===== config.mk =====
export PLATFORM = sky130hd
export DESIGN_NAME = sar_seq
export DESIGN_NICKNAME = d
export VERILOG_FILES = /design/src/rtl/sar_pkg.sv /design/src/rtl/sar_core.sv /design/src/rtl/sar_regs.sv /design/src/rtl/sar_seq.sv
export SDC_FILE = /design/constraint.sdc
export NUM_CORES = 1
export LEC_CHECK = 0
export BUFFER_PORTS_ARGS = -buffer_cell sky130_fd_sc_hd__buf_2
export CAP_MARGIN = 20
export CORE_UTILIZATION = 45
export DETAILED_ROUTE_END_ITERATION = 7
export GPL_ROUTABILITY_DRIVEN = 1
export SLEW_MARGIN = 20
export SYNTH_ARGS = -nofsm -noshare
export SYNTH_HDL_FRONTEND = slang
export SYNTH_HIERARCHICAL = 1
export SYNTH_SLANG_ARGS = --single-unit

===== constraint.sdc =====
create_clock -name clk -period 5.5 [get_ports clk]
set_input_delay 1.375 -clock clk [delete_from_list [all_inputs] [get_ports clk]]
set_output_delay 1.375 -clock clk [all_outputs]
set_load 0.03 [all_outputs]

===== src/rtl/sar_pkg.sv =====
package sar_pkg;

  typedef enum logic [1:0] {
    ST_IDLE   = 2'd0,
    ST_SAMPLE = 2'd1,
    ST_BIT    = 2'd2
  } sar_state_t;

  // control register bit positions
  localparam int CTL_START = 0;
  localparam int CTL_DONE  = 1;
  localparam int CTL_IEN   = 2;
  localparam int CTL_MODE  = 3;
  localparam int CTL_CH    = 4;

endpackage


===== src/rtl/sar_core.sv =====
module sar_core
  import sar_pkg::*;
#(
  parameter int RES = 10
) (
  input  logic           clk,
  input  logic           rst_n,
  input  logic           go,
  input  logic           abort,
  input  logic           cmp_in,
  output logic           busy,
  output logic           conv_done,
  output logic [RES-1:0] dac_code,
  output logic [RES-1:0] result
);

  localparam int IDXW = (RES > 1) ? $clog2(RES) : 1;

  sar_state_t      st_q;
  logic [IDXW-1:0] idx_q;
  logic [RES-1:0]  acc_q;
  logic            last_bit;

  // trial code: kept bits with the bit under test forced high
  function automatic logic [RES-1:0] trial_code(input logic [RES-1:0] kept,
                                                input logic [IDXW-1:0] pos);
    logic [RES-1:0] t;
    t      = kept;
    t[pos] = 1'b1;
    return t;
  endfunction

  // decision: bit under test takes the comparator value
  function automatic logic [RES-1:0] keep_bit(input logic [RES-1:0] kept,
                                              input logic [IDXW-1:0] pos,
                                              input logic            cmp);
    logic [RES-1:0] t;
    t      = kept;
    t[pos] = cmp;
    return t;
  endfunction

  assign last_bit  = (st_q == ST_BIT) && (idx_q == '0);
  assign conv_done = last_bit;
  assign busy      = (st_q != ST_IDLE);
  assign dac_code  = (st_q == ST_BIT) ? trial_code(acc_q, idx_q) : '0;
  assign result    = keep_bit(acc_q, idx_q, cmp_in);

  always_ff @(posedge clk or negedge rst_n) begin
    if (!rst_n) begin
      st_q  <= ST_IDLE;
      idx_q <= '0;
      acc_q <= '0;
    end else begin
      case (st_q)
        ST_IDLE: begin
          if (go) begin
            st_q  <= ST_SAMPLE;
            acc_q <= '0;
          end
        end
        ST_SAMPLE: begin
          if (abort) begin
            st_q <= ST_IDLE;
          end else begin
            st_q  <= ST_BIT;
            idx_q <= IDXW'(RES - 1);
          end
        end
        ST_BIT: begin
          if (last_bit) begin
            st_q  <= ST_IDLE;
            acc_q <= result;
          end else if (abort) begin
            st_q <= ST_IDLE;
          end else begin
            acc_q <= result;
            idx_q <= idx_q - 1'b1;
          end
        end
        default: st_q <= ST_IDLE;
      endcase
    end
  end

  assert_msb_first_R1: assert property (@(posedge clk) disable iff (!rst_n)
    (st_q == ST_SAMPLE && !abort) |=> dac_code == (RES'(1) << (RES - 1)));

  assert_bit_kept_R1: assert property (@(posedge clk) disable iff (!rst_n)
    (st_q == ST_BIT && !last_bit && !abort) |=> acc_q[$past(idx_q)] == $past(cmp_in));

  assert_single_shot_R3: assert property (@(posedge clk) disable iff (!rst_n)
    conv_done |=> !busy);

  assert_abort_stops_R8: assert property (@(posedge clk) disable iff (!rst_n)
    (abort && busy && !conv_done) |=> !busy);

endmodule


===== src/rtl/sar_regs.sv =====
module sar_regs
  import sar_pkg::*;
#(
  parameter int RES = 10,
  parameter int NCH = 4
) (
  input  logic                          clk,
  input  logic                          rst_n,
  input  logic                          we,
  input  logic [CTL_CH+$clog2(NCH)-1:0] wdata,
  input  logic                          trig,
  input  logic                          busy,
  input  logic                          conv_done,
  input  logic [RES-1:0]                result,
  input  logic [$clog2(NCH)-1:0]        rd_sel,
  output logic                          go,
  output logic                          abort,
  output logic [CTL_CH+$clog2(NCH)-1:0] ctl_rdata,
  output logic [RES-1:0]                rd_data,
  output logic                          irq
);

  localparam int CHW = $clog2(NCH);

  logic [CHW-1:0] ch_q;
  logic           ien_q;
  logic           done_q;
  logic [RES-1:0] data_q [NCH];

  assign go    = !busy && (trig || (we && wdata[CTL_START]));
  assign abort = busy && we && !wdata[CTL_START] && !conv_done;

  always_ff @(posedge clk or negedge rst_n) begin
    if (!rst_n) begin
      ch_q   <= '0;
      ien_q  <= 1'b0;
      done_q <= 1'b0;
    end else begin
      if (we && !busy) ch_q <= wdata[CTL_CH +: CHW];
      if (we) ien_q <= wdata[CTL_IEN];
      if (conv_done)                   done_q <= 1'b1;
      else if (we && !wdata[CTL_DONE]) done_q <= 1'b0;
    end
  end

  for (genvar gi = 0; gi < NCH; gi++) begin : g_data
    always_ff @(posedge clk or negedge rst_n) begin
      if (!rst_n)                               data_q[gi] <= '0;
      else if (conv_done && ch_q == CHW'(gi))   data_q[gi] <= result;
    end

    assert_keep_other_R5: assert property (@(posedge clk) disable iff (!rst_n)
      !(conv_done && ch_q == CHW'(gi)) |=> $stable(data_q[gi]));
  end

  always_comb begin
    ctl_rdata                = '0;
    ctl_rdata[CTL_START]     = busy;
    ctl_rdata[CTL_DONE]      = done_q;
    ctl_rdata[CTL_IEN]       = ien_q;
    ctl_rdata[CTL_MODE]      = 1'b0;
    ctl_rdata[CTL_CH +: CHW] = ch_q;
  end

  assign rd_data = data_q[rd_sel];
  assign irq     = done_q && ien_q;

  assert_done_set_R6: assert property (@(posedge clk) disable iff (!rst_n)
    conv_done |=> done_q);

  assert_done_clear_R6: assert property (@(posedge clk) disable iff (!rst_n)
    (we && !wdata[CTL_DONE] && !conv_done) |=> !done_q);

  assert_irq_raise_R7: assert property (@(posedge clk) disable iff (!rst_n)
    (conv_done && (we ? wdata[CTL_IEN] : ien_q)) |=> irq);

  assert_ch_frozen_R9: assert property (@(posedge clk) disable iff (!rst_n)
    busy |=> $stable(ch_q));

endmodule


===== src/rtl/sar_seq.sv =====
module sar_seq
  import sar_pkg::*;
#(
  parameter int RES = 10,
  parameter int NCH = 4
) (
  input  logic                          clk,
  input  logic                          rst_n,
  input  logic                          ctl_we,
  input  logic [CTL_CH+$clog2(NCH)-1:0] ctl_wdata,
  output logic [CTL_CH+$clog2(NCH)-1:0] ctl_rdata,
  input  logic                          trig_in,
  input  logic                          cmp_in,
  output logic [RES-1:0]                dac_code,
  input  logic [$clog2(NCH)-1:0]        rd_sel,
  output logic [RES-1:0]                rd_data,
  output logic                          irq
);

  logic           go;
  logic           abort;
  logic           busy;
  logic           conv_done;
  logic [RES-1:0] result;

  sar_core #(.RES(RES)) u_core (
    .clk       (clk),
    .rst_n     (rst_n),
    .go        (go),
    .abort     (abort),
    .cmp_in    (cmp_in),
    .busy      (busy),
    .conv_done (conv_done),
    .dac_code  (dac_code),
    .result    (result)
  );

  sar_regs #(.RES(RES), .NCH(NCH)) u_regs (
    .clk       (clk),
    .rst_n     (rst_n),
    .we        (ctl_we),
    .wdata     (ctl_wdata),
    .trig      (trig_in),
    .busy      (busy),
    .conv_done (conv_done),
    .result    (result),
    .rd_sel    (rd_sel),
    .go        (go),
    .abort     (abort),
    .ctl_rdata (ctl_rdata),
    .rd_data   (rd_data),
    .irq       (irq)
  );

  assert_start_reads_busy_R2: assert property (@(posedge clk) disable iff (!rst_n)
    go |=> ctl_rdata[CTL_START]);

  assert_mode_reserved_R10: assert property (@(posedge clk) disable iff (!rst_n)
    !ctl_rdata[CTL_MODE]);

endmodule


Word-level counts from Yosys, hierarchy flattened
Index checks and enable logic that the tools add are counted.

word-level totals
  register bits after elaboration = 60
  bits of input ports = 13
  output and inout bits = 27
  logic and storage cells = 78

operators by class
  $add $sub $neg = 1
  magnitude comparators = 3
  eq/ne operators = 11
  muxes and demuxes = 22
  bitwise operators = 2
  reductions and logical operators = 29

operators by type and width
  cell                                                                count
  2-to-1 mux 10 bit                                                   6
  binary-select mux 10 bit (select 2 bit)                             1
  case mux 10 bit (2 select lines)                                    1
  logical AND 1 bit                                                   14
  2-to-1 mux 4 bit                                                    3
  bitwise mux 10 bit                                                  1
  OR 10 bit                                                           1
  2-to-1 mux 2 bit                                                    4
  != test 2 bit (second input constant)                               4
  case mux 4 bit (2 select lines)                                     1
  nonzero test 2 bit                                                  4
  == test 2 bit (second input constant)                               3
  != test 3 x 2 -> 1 bit (second input constant)                      2
  case mux 2 bit (3 select lines)                                     1
  less-than comparator 4 x 5 -> 1 bit (second input constant)         1
  demux 1 bit (select 4 bit)                                          1
  == test 2 x 1 -> 1 bit (second input constant)                      2
  greater-or-equal comparator 4 x 1 -> 1 bit (second input constant)  1
  logical NOT 1 bit                                                   4
  logical NOT 2 bit                                                   2
  logical NOT 4 bit                                                   1
  AND reduction 4 bit                                                 1
  subtractor 4 x 1 -> 4 bit (second input constant)                   1
  greater-or-equal comparator 3 bit (second input constant)           1
  other kinds (5)                                                     7

Depth between registers and ports, before layout
  depth after elaboration = 8
  depth in mapped cells = 10
  gate-level depth less buffers = 8

By module
Netlist, hierarchy kept.

modules (own cells, without submodules)
  module    instances  cells an instance  area an instance (sq um)  seq. area each (sq um)
  sar_regs  1          118                1976.9                    1101.1
  sar_core  1          119                1096.1                    400.4

Worst setup path after synthesis
No wires, ideal clock.

  path type = input port to output port
  start = input port rd_sel[0]
  end = output port rd_data[0]
  arrival = 2.190 ns
  required time = 4.125 ns
  setup slack = 1.935 ns
  stages = 2
  path buffers = 1
  cells stage by stage = buf_4 > mux4_2

on the way
  longest elaborated chain between the ends = 4

RTL lines
  what                                                   RTL line        text
  start: declaration                                     sar_seq.sv:15   input logic [$clog2(NCH)-1:0] rd_sel,
  NOT 2 -> 3 bit (not written as such)                   sar_regs.sv:65  assign rd_data = data_q[rd_sel];
  binary-select mux 10 bit (select 2 bit)                sar_regs.sv:65
  2-to-1 mux 10 bit (not written as such) (2 in series)  sar_regs.sv:65
  end: declaration                                       sar_seq.sv:16   output logic [RES-1:0] rd_data,

No other way between the ends. The select of a mux whose other input is x is not followed.

Worst setup path in the final report
  start = input port rd_sel[0]
  end = output port rd_data[9]

The elaborated chain is that of the path after synthesis.

==> impl_metrics.env <==
export IMPL_status="finished, violations left"
export IMPL_violations="design-rule violations"
export IMPL_route_detailed_drc=2
export IMPL_setup_violations=0
export IMPL_ir_drop_uv=200
export IMPL_via_per_inst=5.49
export IMPL_rows=29
export IMPL_slew_headroom=0.395
export IMPL_grt_ovfl_total=0
export IMPL_cts_buffers=9
export IMPL_arrival_ns=2.46
export IMPL_hold_violations=0
export IMPL_crit_required_ns=4.12
export IMPL_drive_gt1_frac=0.449
export IMPL_synth_edf_count=0
export IMPL_clockBufferDepth=2
export IMPL_synth_simple_area_share=0.0879
export IMPL_seq_power_share=0.397
export IMPL_nets=287
export IMPL_final_util=0.536
export IMPL_dr_wl_met2_mm=2.94
export IMPL_ctsResizeCount=0
export IMPL_grt_use_total=0.187
export IMPL_postSynthCellCount=237
export IMPL_whs_ns=0.502
export IMPL_async_flop_share=1.00
export IMPL_period_minus_slack_ns=3.83
export IMPL_max_cap_violations=0
export IMPL_synth_top_family_by_area="multiplexers"
export IMPL_ctsHoldBuffers=0
export IMPL_die_area_sq_um=7160
export IMPL_final_area_sq_um=3460
export IMPL_grt_pass1_vias=1990
export IMPL_cts_setup_buffers=0
export IMPL_rsz0062_at_grt="false"
export IMPL_fin_skew_ns=0.00459
export IMPL_power_w=0.00170
export IMPL_ios=40
export IMPL_synthMuxAreaShare=0.264
export IMPL_dr_wl_met3_um=170
export IMPL_ys_warn_count=6
export IMPL_r2r_cells=6
export IMPL_placed_area_sq_um=3250
export IMPL_seq_area_frac_synth=0.489
export IMPL_wl_met1_mm=2.85
export IMPL_fin_tns_setup_ns=0
export IMPL_crit_top_cell="buf_2"
export IMPL_worstPathMaxFanout=10
export IMPL_power_switching_w=0.000623
export IMPL_r2r_start="u_core/idx_q[0]$_DFFE_PN0P_"
export IMPL_slowest_stage="mux4_2"
export IMPL_synth_compound_area_frac=0.0847
export IMPL_cts_sinks=60
export IMPL_worstSetupStartpoint="rd_sel[0]"
export IMPL_area_growth_syn_to_layout_pct=12.7
export IMPL_clk_pin_slew_ns=0.06
export IMPL_synth_xor_area_frac=0
export IMPL_wl_per_cell_um=17.1
export IMPL_cts_tree="done"
export IMPL_slowest_delay_ns=0.57
export IMPL_avgSynthCellArea_sq_um=13.0
export IMPL_power_frac_comb=0.351
export IMPL_first_pass_iters=8
export IMPL_p_per_area_nw_per_um2=491
export IMPL_fin_crit_sh=0.697
export IMPL_highest_layer="met4"
export IMPL_grt_start_max_net_pins=61
export IMPL_final_cell_mix="60 x dfrtp_1, 52 x mux2_2, 37 x buf_2"
export IMPL_hold_path_class="reg -> reg"
export IMPL_clockPowerShare=0.252
export IMPL_final_antenna_net_count=0
export IMPL_die_w_um=84.6
export IMPL_final_common_cell="dfrtp_1"
export IMPL_antenna_found_initial=0
export IMPL_hold_path_startpoint="u_regs/data_q[13]$_DFFE_PN0P_"
export IMPL_core_sq_um=6460
export IMPL_whs_path_depth=1
export IMPL_first_iter_violations=58
export IMPL_crit_path_start_kind="input pin"
export IMPL_wirelength_mm=6.02
export IMPL_cp_cell_sequence="buf_2 > mux4_2 > buf_2"
export IMPL_fmax_mhz=261
export IMPL_grt_pass1_wl_mm=10.1
export IMPL_insertion_delay_ns=0.33
export IMPL_place_congestion=0.753
export IMPL_syn_nets=255
export IMPL_p_sw_frac=0.367
export IMPL_tightestPinTransition_ns=0.903
export IMPL_htreeDepth=3
export IMPL_synthAdderAreaFrac=0.0204
export IMPL_intPower_w=0.00108
export IMPL_drv_slew=0
export IMPL_p_leak_nw=1.57
export IMPL_root_buffer="clkbuf_8"
export IMPL_synth_seq_cells=60
export IMPL_vias=1926
export IMPL_worst_setup_path_end_kind="output port"
export IMPL_antenna_cells=0
export IMPL_ys_types=40
export IMPL_dp_hpwl_mm=3.94
export IMPL_synth_ff_type="dfrtp_1"
export IMPL_reg2reg_slack_ns=2.41
export IMPL_port_buffers=37
export IMPL_critPathKind="in -> out"
export IMPL_synth_cell_area_sq_um=3070
export IMPL_initial_core_util=0.476
export IMPL_die_h_um=84.6
worst paths after layout:
path	end
worst max-delay path	rd_data[9]
worst min-delay path	u_regs/data_q[13]$_DFFE_PN0P_
worst max register to register	u_regs/data_q[30]$_DFFE_PN0P_
worst min register to register	u_regs/data_q[13]$_DFFE_PN0P_
max in group asynchronous	u_regs/data_q[0]$_DFFE_PN0P_
min in group asynchronous	u_core/st_q[0]$_DFFE_PN0P_
cell type report:
| class | count | area (sq um) |
|---|---|---|
| Inverter | 13 | 48.8 |
| Fill cell | 587 | 3000 |
| Sequential cell | 60 | 1500 |
| Multi-Input combinational cell | 147 | 1410 |
| Tap cell | 77 | 96.3 |
| Clock inverter | 7 | 91.3 |
| Clock buffer | 9 | 124 |
| Timing Repair Buffer | 38 | 193 |
flip-flops by register name, indices dropped and copies added (netlist names):
| name | flops |
|---|---|
| u_core/acc_q | 10 |
| u_core/idx_q | 4 |
| u_core/st_q | 2 |
| u_regs/ch_q | 2 |
| u_regs/data_q | 40 |
| u_regs/done_q | 1 |
| u_regs/ien_q | 1 |
power groups by stage:
stage / Clock [W] / Sequential [W] / Combinational, W
after global routing: 0.000464 / 0.000695 / 0.000651
final: 0.000429 / 0.000675 / 0.000596
after floorplan: 0 / 0.000646 / 0.000494
after CTS: 0.000444 / 0.000675 / 0.000601
after detailed placement: 0 / 0.000683 / 0.000598
after global placement: 0 / 0.000676 / 0.000592
cell usage after synthesis, types with 2 or more instances:
master	instances	area share
a21oi_1	9	0.015
buf_1	2	0.0024
buf_4	5	0.012
buf_6	4	0.015
clkbuf_1	4	0.0049
dfrtp_1	60	0.49
ha_1	5	0.020
inv_1	13	0.016
mux2_2	52	0.19
mux4_2	10	0.073
nand2_1	5	0.0061
nand2b_1	3	0.0061
nand3b_1	8	0.020
nor2_1	14	0.017
nor2b_1	3	0.0061
nor3b_1	4	0.0098
o21ai_0	5	0.0081
o2bb2ai_1	9	0.026
critical path: cells and delay by family:
kind,cells,cell delay (ns)
buffers and inverters,2,0.51
multiplexers,1,0.57
cell families after synthesis:
| group | after synthesis |
|---|---|
| adders and majority gates | 5 |
| buffers and inverters | 30 |
| and+or+nand+nor | 45 |
| DFF | 60 |
| AOI/OAI and AO/OA | 34 |
| other | 1 |
| muxes | 62 |
per-layer routing:
metal	up-vias	global-route usage
met3	5	0.0433
met4	0	0.0786
met5	-	0
li1	924	-
met2	28	0.295
met1	969	0.249
metrics by stage:
stage	cells	setup slack (ns)
global route	351	1.59
global placement	335	1.64
floorplan	237	1.94
CTS	351	1.64
detailed placement	335	1.64
finish	351	1.67
Power figures use the tool's default switching activity.
